`config.mk`:
```
export PLATFORM = sky130hd
export DESIGN_NAME = led_chain_driver
export DESIGN_NICKNAME = d
export VERILOG_FILES = /design/src/rtl/led_drv_pkg.sv /design/src/rtl/led_sclk_edge.sv /design/src/rtl/led_shift_chain.sv /design/src/rtl/led_xfer_latch.sv /design/src/rtl/led_out_gate.sv /design/src/rtl/led_chain_driver.sv
export SDC_FILE = /design/constraint.sdc
export NUM_CORES = 1
export LEC_CHECK = 0
export BUFFER_PORTS_ARGS = -buffer_cell sky130_fd_sc_hd__buf_2
export CAP_MARGIN = 20
export CORE_MARGIN = 8
export CORE_UTILIZATION = 54
export DETAILED_ROUTE_END_ITERATION = 10
export PLACE_DENSITY = 0.81
export SLEW_MARGIN = 20
export SYNTH_ARGS = -nofsm -noshare
export SYNTH_HDL_FRONTEND = slang
export SYNTH_SLANG_ARGS = --single-unit
```
`constraint.sdc`:
```
create_clock -name clk -period 3.3 [get_ports clk]
set_clock_uncertainty 0.15 [all_clocks]
set_input_delay 0.495 -clock clk [delete_from_list [all_inputs] [get_ports clk]]
set_output_delay 0.495 -clock clk [all_outputs]
set_load 0.01 [all_outputs]
```
`src/rtl/led_drv_pkg.sv`:
```
// Package: shared constants and helpers for the LED channel driver.
// Assumes: nothing beyond IEEE 1800-2017.
package led_drv_pkg;
    localparam int unsigned DEF_NUM_CH = 10;

    // Reports whether any gating condition forces the outputs off.
    function automatic logic gate_active(input logic blank_i, input logic ovp_i);
        return blank_i | ovp_i;
    endfunction
endpackage

```
`src/rtl/led_sclk_edge.sv`:
```
// Module: finds rising edges of the serial clock in the system clock domain.
// Assumes: sclk is synchronous to clk and stays high or low for at least one clk cycle.
module led_sclk_edge (
    input  logic clk,
    input  logic rst_n,
    input  logic sclk,
    output logic rise
);
    logic sclk_q;

    // Keeps the serial clock level from the previous system cycle.
    always_ff @(posedge clk) begin
        if (!rst_n) sclk_q <= 1'b0;
        else        sclk_q <= sclk;
    end

    // Pulses for one cycle when the serial clock goes from low to high.
    always_comb rise = sclk & ~sclk_q;

    assert_single_pulse_R1: assert property (@(posedge clk) disable iff (!rst_n)
        rise |=> !rise);
endmodule

```
`src/rtl/led_shift_chain.sv`:
```
// Module: serial-in shift register. The newest bit enters stage 0 and the top stage drives sout.
// Assumes: shift is a one-cycle strobe derived from the serial clock.
module led_shift_chain #(
    parameter int unsigned N = 10
) (
    input  logic         clk,
    input  logic         rst_n,
    input  logic         shift,
    input  logic         sin,
    output logic [N-1:0] q,
    output logic [N-1:0] q_next,
    output logic         sout
);
    localparam int unsigned TOP = N - 1;

    // Next register value: move one stage up and put the new bit into stage 0.
    always_comb q_next = shift ? {q[TOP-1:0], sin} : q;

    // Stores the register contents; reset clears every stage.
    always_ff @(posedge clk) begin
        if (!rst_n) q <= '0;
        else        q <= q_next;
    end

    // The serial output is the top stage.
    always_comb sout = q[TOP];

    assert_shift_advance_R1: assert property (@(posedge clk) disable iff (!rst_n)
        shift |=> (q[TOP:1] == $past(q[TOP-1:0])) && (q[0] == $past(sin)));
    assert_shift_hold_R1: assert property (@(posedge clk) disable iff (!rst_n)
        !shift |=> $stable(q));
    assert_sout_next_R3: assert property (@(posedge clk) disable iff (!rst_n)
        shift |=> sout == $past(q[TOP-1]));
endmodule

```
`src/rtl/led_xfer_latch.sv`:
```
// Module: channel latches modelled as enabled storage. They are transparent while xfer is high,
// so the register's next value passes through in the same cycle.
// Assumes: d is the shift register's next value.
module led_xfer_latch #(
    parameter int unsigned N = 10
) (
    input  logic         clk,
    input  logic         rst_n,
    input  logic         xfer,
    input  logic [N-1:0] d,
    output logic [N-1:0] q
);
    // Copies d while xfer is high and holds otherwise; reset clears it.
    always_ff @(posedge clk) begin
        if (!rst_n)    q <= '0;
        else if (xfer) q <= d;
    end

    assert_latch_hold_R4: assert property (@(posedge clk) disable iff (!rst_n)
        !xfer |=> $stable(q));
    assert_latch_pass_R5: assert property (@(posedge clk) disable iff (!rst_n)
        xfer |=> q == $past(d));
endmodule

```
`src/rtl/led_out_gate.sv`:
```
// Module: per-channel output gating. Blanking or over-voltage forces every enable low.
// Assumes: the gating inputs are already synchronous to clk.
module led_out_gate #(
    parameter int unsigned N = 10
) (
    input  logic [N-1:0] latch,
    input  logic         blank,
    input  logic         ovp,
    output logic [N-1:0] ch_en
);
    import led_drv_pkg::*;

    logic kill;

    // Combines the two gating conditions.
    always_comb kill = gate_active(blank, ovp);

    for (genvar i = 0; i < int'(N); i++) begin : g_ch
        // One sink enable per channel.
        always_comb ch_en[i] = latch[i] & ~kill;
    end
endmodule

```
`src/rtl/led_chain_driver.sv`:
```
// Module: top of the LED channel driver. It connects edge detection, shift register,
// transfer latch and output gating.
// Assumes: clk runs faster than sclk, and every input is synchronous to clk.
module led_chain_driver #(
    parameter int unsigned NUM_CH = led_drv_pkg::DEF_NUM_CH
) (
    input  logic              clk,
    input  logic              rst_n,
    input  logic              sclk,
    input  logic              sin,
    input  logic              xfer,
    input  logic              blank,
    input  logic              ovp,
    output logic [NUM_CH-1:0] ch_en,
    output logic              sout
);
    logic              rise;
    logic [NUM_CH-1:0] sr_q;
    logic [NUM_CH-1:0] sr_next;
    logic [NUM_CH-1:0] latch_q;

    led_sclk_edge u_edge (
        .clk   (clk),
        .rst_n (rst_n),
        .sclk  (sclk),
        .rise  (rise)
    );

    led_shift_chain #(.N(NUM_CH)) u_shift (
        .clk    (clk),
        .rst_n  (rst_n),
        .shift  (rise),
        .sin    (sin),
        .q      (sr_q),
        .q_next (sr_next),
        .sout   (sout)
    );

    led_xfer_latch #(.N(NUM_CH)) u_latch (
        .clk   (clk),
        .rst_n (rst_n),
        .xfer  (xfer),
        .d     (sr_next),
        .q     (latch_q)
    );

    led_out_gate #(.N(NUM_CH)) u_gate (
        .latch (latch_q),
        .blank (blank),
        .ovp   (ovp),
        .ch_en (ch_en)
    );

    assert_gate_keeps_latch_R6: assert property (@(posedge clk) disable iff (!rst_n)
        (blank || ovp) && !xfer |=> $stable(latch_q));
    assert_reset_clears_R8: assert property (@(posedge clk)
        !rst_n |=> (ch_en == '0) && (sout == 1'b0));
    assert_sr_sout_link_R3: assert property (@(posedge clk) disable iff (!rst_n)
        !rise |=> $stable(sout));
endmodule

```
# Word level (Yosys, flattened, before mapping)
# Cells that the tools add are included.
classes:
  n_mux: 1
  n_bitwise: 14
op_table:
  columns: ["op", "count"]
  rows:
  - ["bitwise AND 1 bit", 11]
  - ["two-way mux 10 bit", 1]
  - ["inverter 1 bit", 2]
  - ["OR 1 bit", 1]
totals:
  regBits: 21
  inputBits: 7

# Logic depth before layout (Yosys ltp)
logic_depth:
  ltp_word: 3
  ltp_mapped: 4
  mapped_depth_nobuf: 3

# By module
# Synthesis repeated with hierarchy kept, for this count alone.
hier_totals:
  cells_unflattened: 78
  area_unflattened_um2: 996.0
by_module_without_submodules:
  columns: ["mod", "cells_each", "n_inst", "seq_area_each_um2", "area_per_inst_um2"]
  rows:
  - ["led_shift_chain", 32, 1, 200.2, 434.2]
  - ["led_xfer_latch", 31, 1, 200.2, 374.1]
  - ["led_out_gate", 12, 1, 0.0, 147.6]
  - ["led_sclk_edge", 3, 1, 20.0, 40.0]

# Worst setup path after synthesis
# OpenSTA, ideal clock, no wires.
synth_path:
  path_kind: "input to output"
  start: "input ovp"
  end: "output ch_en[0]"
  required_time_ns: 2.655
  slack_ns: 1.698
  n_path_buf: 0
  path_stages: 2
  arrival_ns: 0.957
  path_cell_list: "nor2_1 > and2_1"
synth_via:
  elab_chain_cells: 3
synth_rtl:
  columns: ["item", "line_no", "source"]
  rows:
  - ["start: declaration", "led_chain_driver.sv:13", "input logic ovp,"]
  - ["OR 1 bit", "led_drv_pkg.sv:8", "return blank_i | ovp_i;"]
  - ["inverter 1 bit", "led_out_gate.sv:20", "always_comb ch_en[i] = latch[i] & ~kill;"]
  - ["bitwise AND 1 bit", "led_out_gate.sv:20", null]
  - ["end: declaration", "led_chain_driver.sv:14", "output logic [NUM_CH-1:0] ch_en,"]
# No other way between the ends.

# Worst setup path in the final report
layout_path:
  start: "input ovp"
  end: "output ch_en[6]"
# Same word-level chain as after synthesis.

==> reports/metrics.cfg <==
[clock_network]
ctsHoldBuffers=0
cts_resized=0
cts_tree=yes
post_cts_buffers=0
cts_buffer_depth=2
clock_latency_ps=310
clkTransAtPathRegs_ps=120
cts_buffers=3
cts_root_buf=clkbuf_4
h-tree-depth=1
cts_sinks=21

[outcome]
outcome=complete, no violations

[logic_synthesis]
ys_types=11
seq_area_frac_synth_pct=52.2
synth_cells=79
synthAdderAreaFrac_pct=0
synth_xor_area_share_pct=0
synth_area_per_cell_um2=10.2
yosys.area.top_type=dfxtp_1
netlist.area_leader.share_pct=52.2
synth_warnings=0
synth-simple-area-share_pct=18.6
synthTopCellsByArea=dfxtp_1, mux2i_1, and2_1, nor2b_1, a21oi_1
synth_top_family_by_area=simple AND/OR/NAND/NOR gates
yosys-mux-area-fraction_pct=12.4
synth_compound_area_share_pct=12.4
synth.net_count=86
synthesis.area_um2=806
synth_seq_cells=21

[die]
die_w_um=54.6
io_pins=18
die_area_um2=2980
die_h_um=54.6
start_util_pct=55.4
coreArea_um2=1450
std_cell_rows=14

[timing]
fin_crit_sh_pct=60.0
rsz0062_at_grt=false
fmax_mhz=505
setup_viol=0
slew_headroom_pct=65.1
period_minus_slack_ps=1980
setup_ws_ps=1320
holdWs_ps=268
finalHoldViolCount=0
max_slew.worst_pin.slew_ps=522
fin_tns_setup_ps=0
drv_slew=0

[drt]
avgViaCountPerCell=5.15
wl_per_cell_um=13.3
dr.pass1.iters=4
drt-total-wl_um=1470
first_iter_violations=7
vias=572
drc=0
ant_nets=0

[global_route]
grt_overflow=0
track_usage_pct=10.5
grt_pass1_vias=559
antenna_found_initial=0
grt_max_degree=22
grt_pass1_wl_um=2370

[power]
ir_drop_mv=0.259
p_leak_nw=0.397
power_density_nw_per_um2=470
p_total_uw=424

[finish]
final_core_util_pct=62.1
seq_area_um2=420
design_area_um2=903
design.final.nets=103
n_antenna_cell=0
fillCellCount=136
fin_cells=111
area_growth_pct=12.1
layout-drive-gt1-share_pct=24.2
multi_input_area_um2=350

[setup_path]
worstReg2RegStart=u_edge.sclk_q
r2r_slack_ps=1950
cp-startpoint=ovp
criticalPathCategory=in2out
crit_arrival_ps=1330
crit_path_end_kind=primary output
critPathMaxFanout=10
worst_ep_required_time_ps=2650
critPathLaunchType=input pin

[placement]
gp_congestion=0.695
numPortBuffers=17
placedInstanceArea_um2=876
dp_slack_ps=1310
dp_cells=107

[worst_hold_path]
worstHoldStart=sclk
hp-class=in2reg

[flow_run]
maxCapViolations=0

-- placed cells by master (no fill, tap or decap) --
master and instances:
and2_1 10, nor2b_4 1, clkinv_2 1, dfxtp_1 21, and2_2 1, nor2_1 1, a21oi_1 10, buf_2 17
clkbuf_4 3, o21ai_0 10, nor2b_1 10, mux2i_1 10
-- area by class of cell --
class | count | area share [%]
flip-flops and latches | 21 | 46.5
well taps | 16 | 2.22
repair buffers | 17 | 9.42
clock buffers | 3 | 2.49
clock inverters | 1 | 0.554
multi-input cells | 53 | 38.8
-- kinds of logic after synthesis --
group	after synthesis
buffers and inverters	5
AO/OA/AOI/OAI	20
multiplexers	10
flip-flops	21
AND/OR/NAND/NOR	23
-- state kept, by name, indices dropped and copies added, names as in the netlist --
name / flops
u_latch.q: 10
u_shift.q: 10
u_edge.sclk_q: 1
-- per-layer routing --
layer  up-vias  global-route usage (%)  wire length [um]
met5         -                       0                 0
met4         0                    4.51                12
met3         2                    2.72                98
met2        13                    19.1               696
met1       261                    11.2               664
li1        296                       -                 -
-- Yosys cell counts (all sizes together) --
library cell and number:
nor2 1, a21oi 10, buf 1, and2 11, dfxtp 21, clkbuf 4, o21ai 10, mux2i 10
nor2b 11
-- where the power goes --
group	internal, mW	total (mW)	leakage [nW]	switching, mW
Clock	0.0452	0.125	0.0177	0.0796
Sequential	0.262	0.265	0.171	0.00326
Combinational	0.0157	0.0347	0.208	0.0190
Total	0.323	0.424	0.397	0.102
-- worst max-delay path, stage by stage --
cell and delay [ps]:
buf_2 100, nor2_1 410, and2_1 200, buf_2 130
-- final timing paths --
check	to	depth (start not counted)
worst max-delay path	ch_en[6]	4
worst min-delay path	u_edge.sclk_q	2
worst max register to register	u_latch.q[4]	3
worst min register to register	u_latch.q[0]	2
Note: power is estimated with default switching activity, not from simulation.
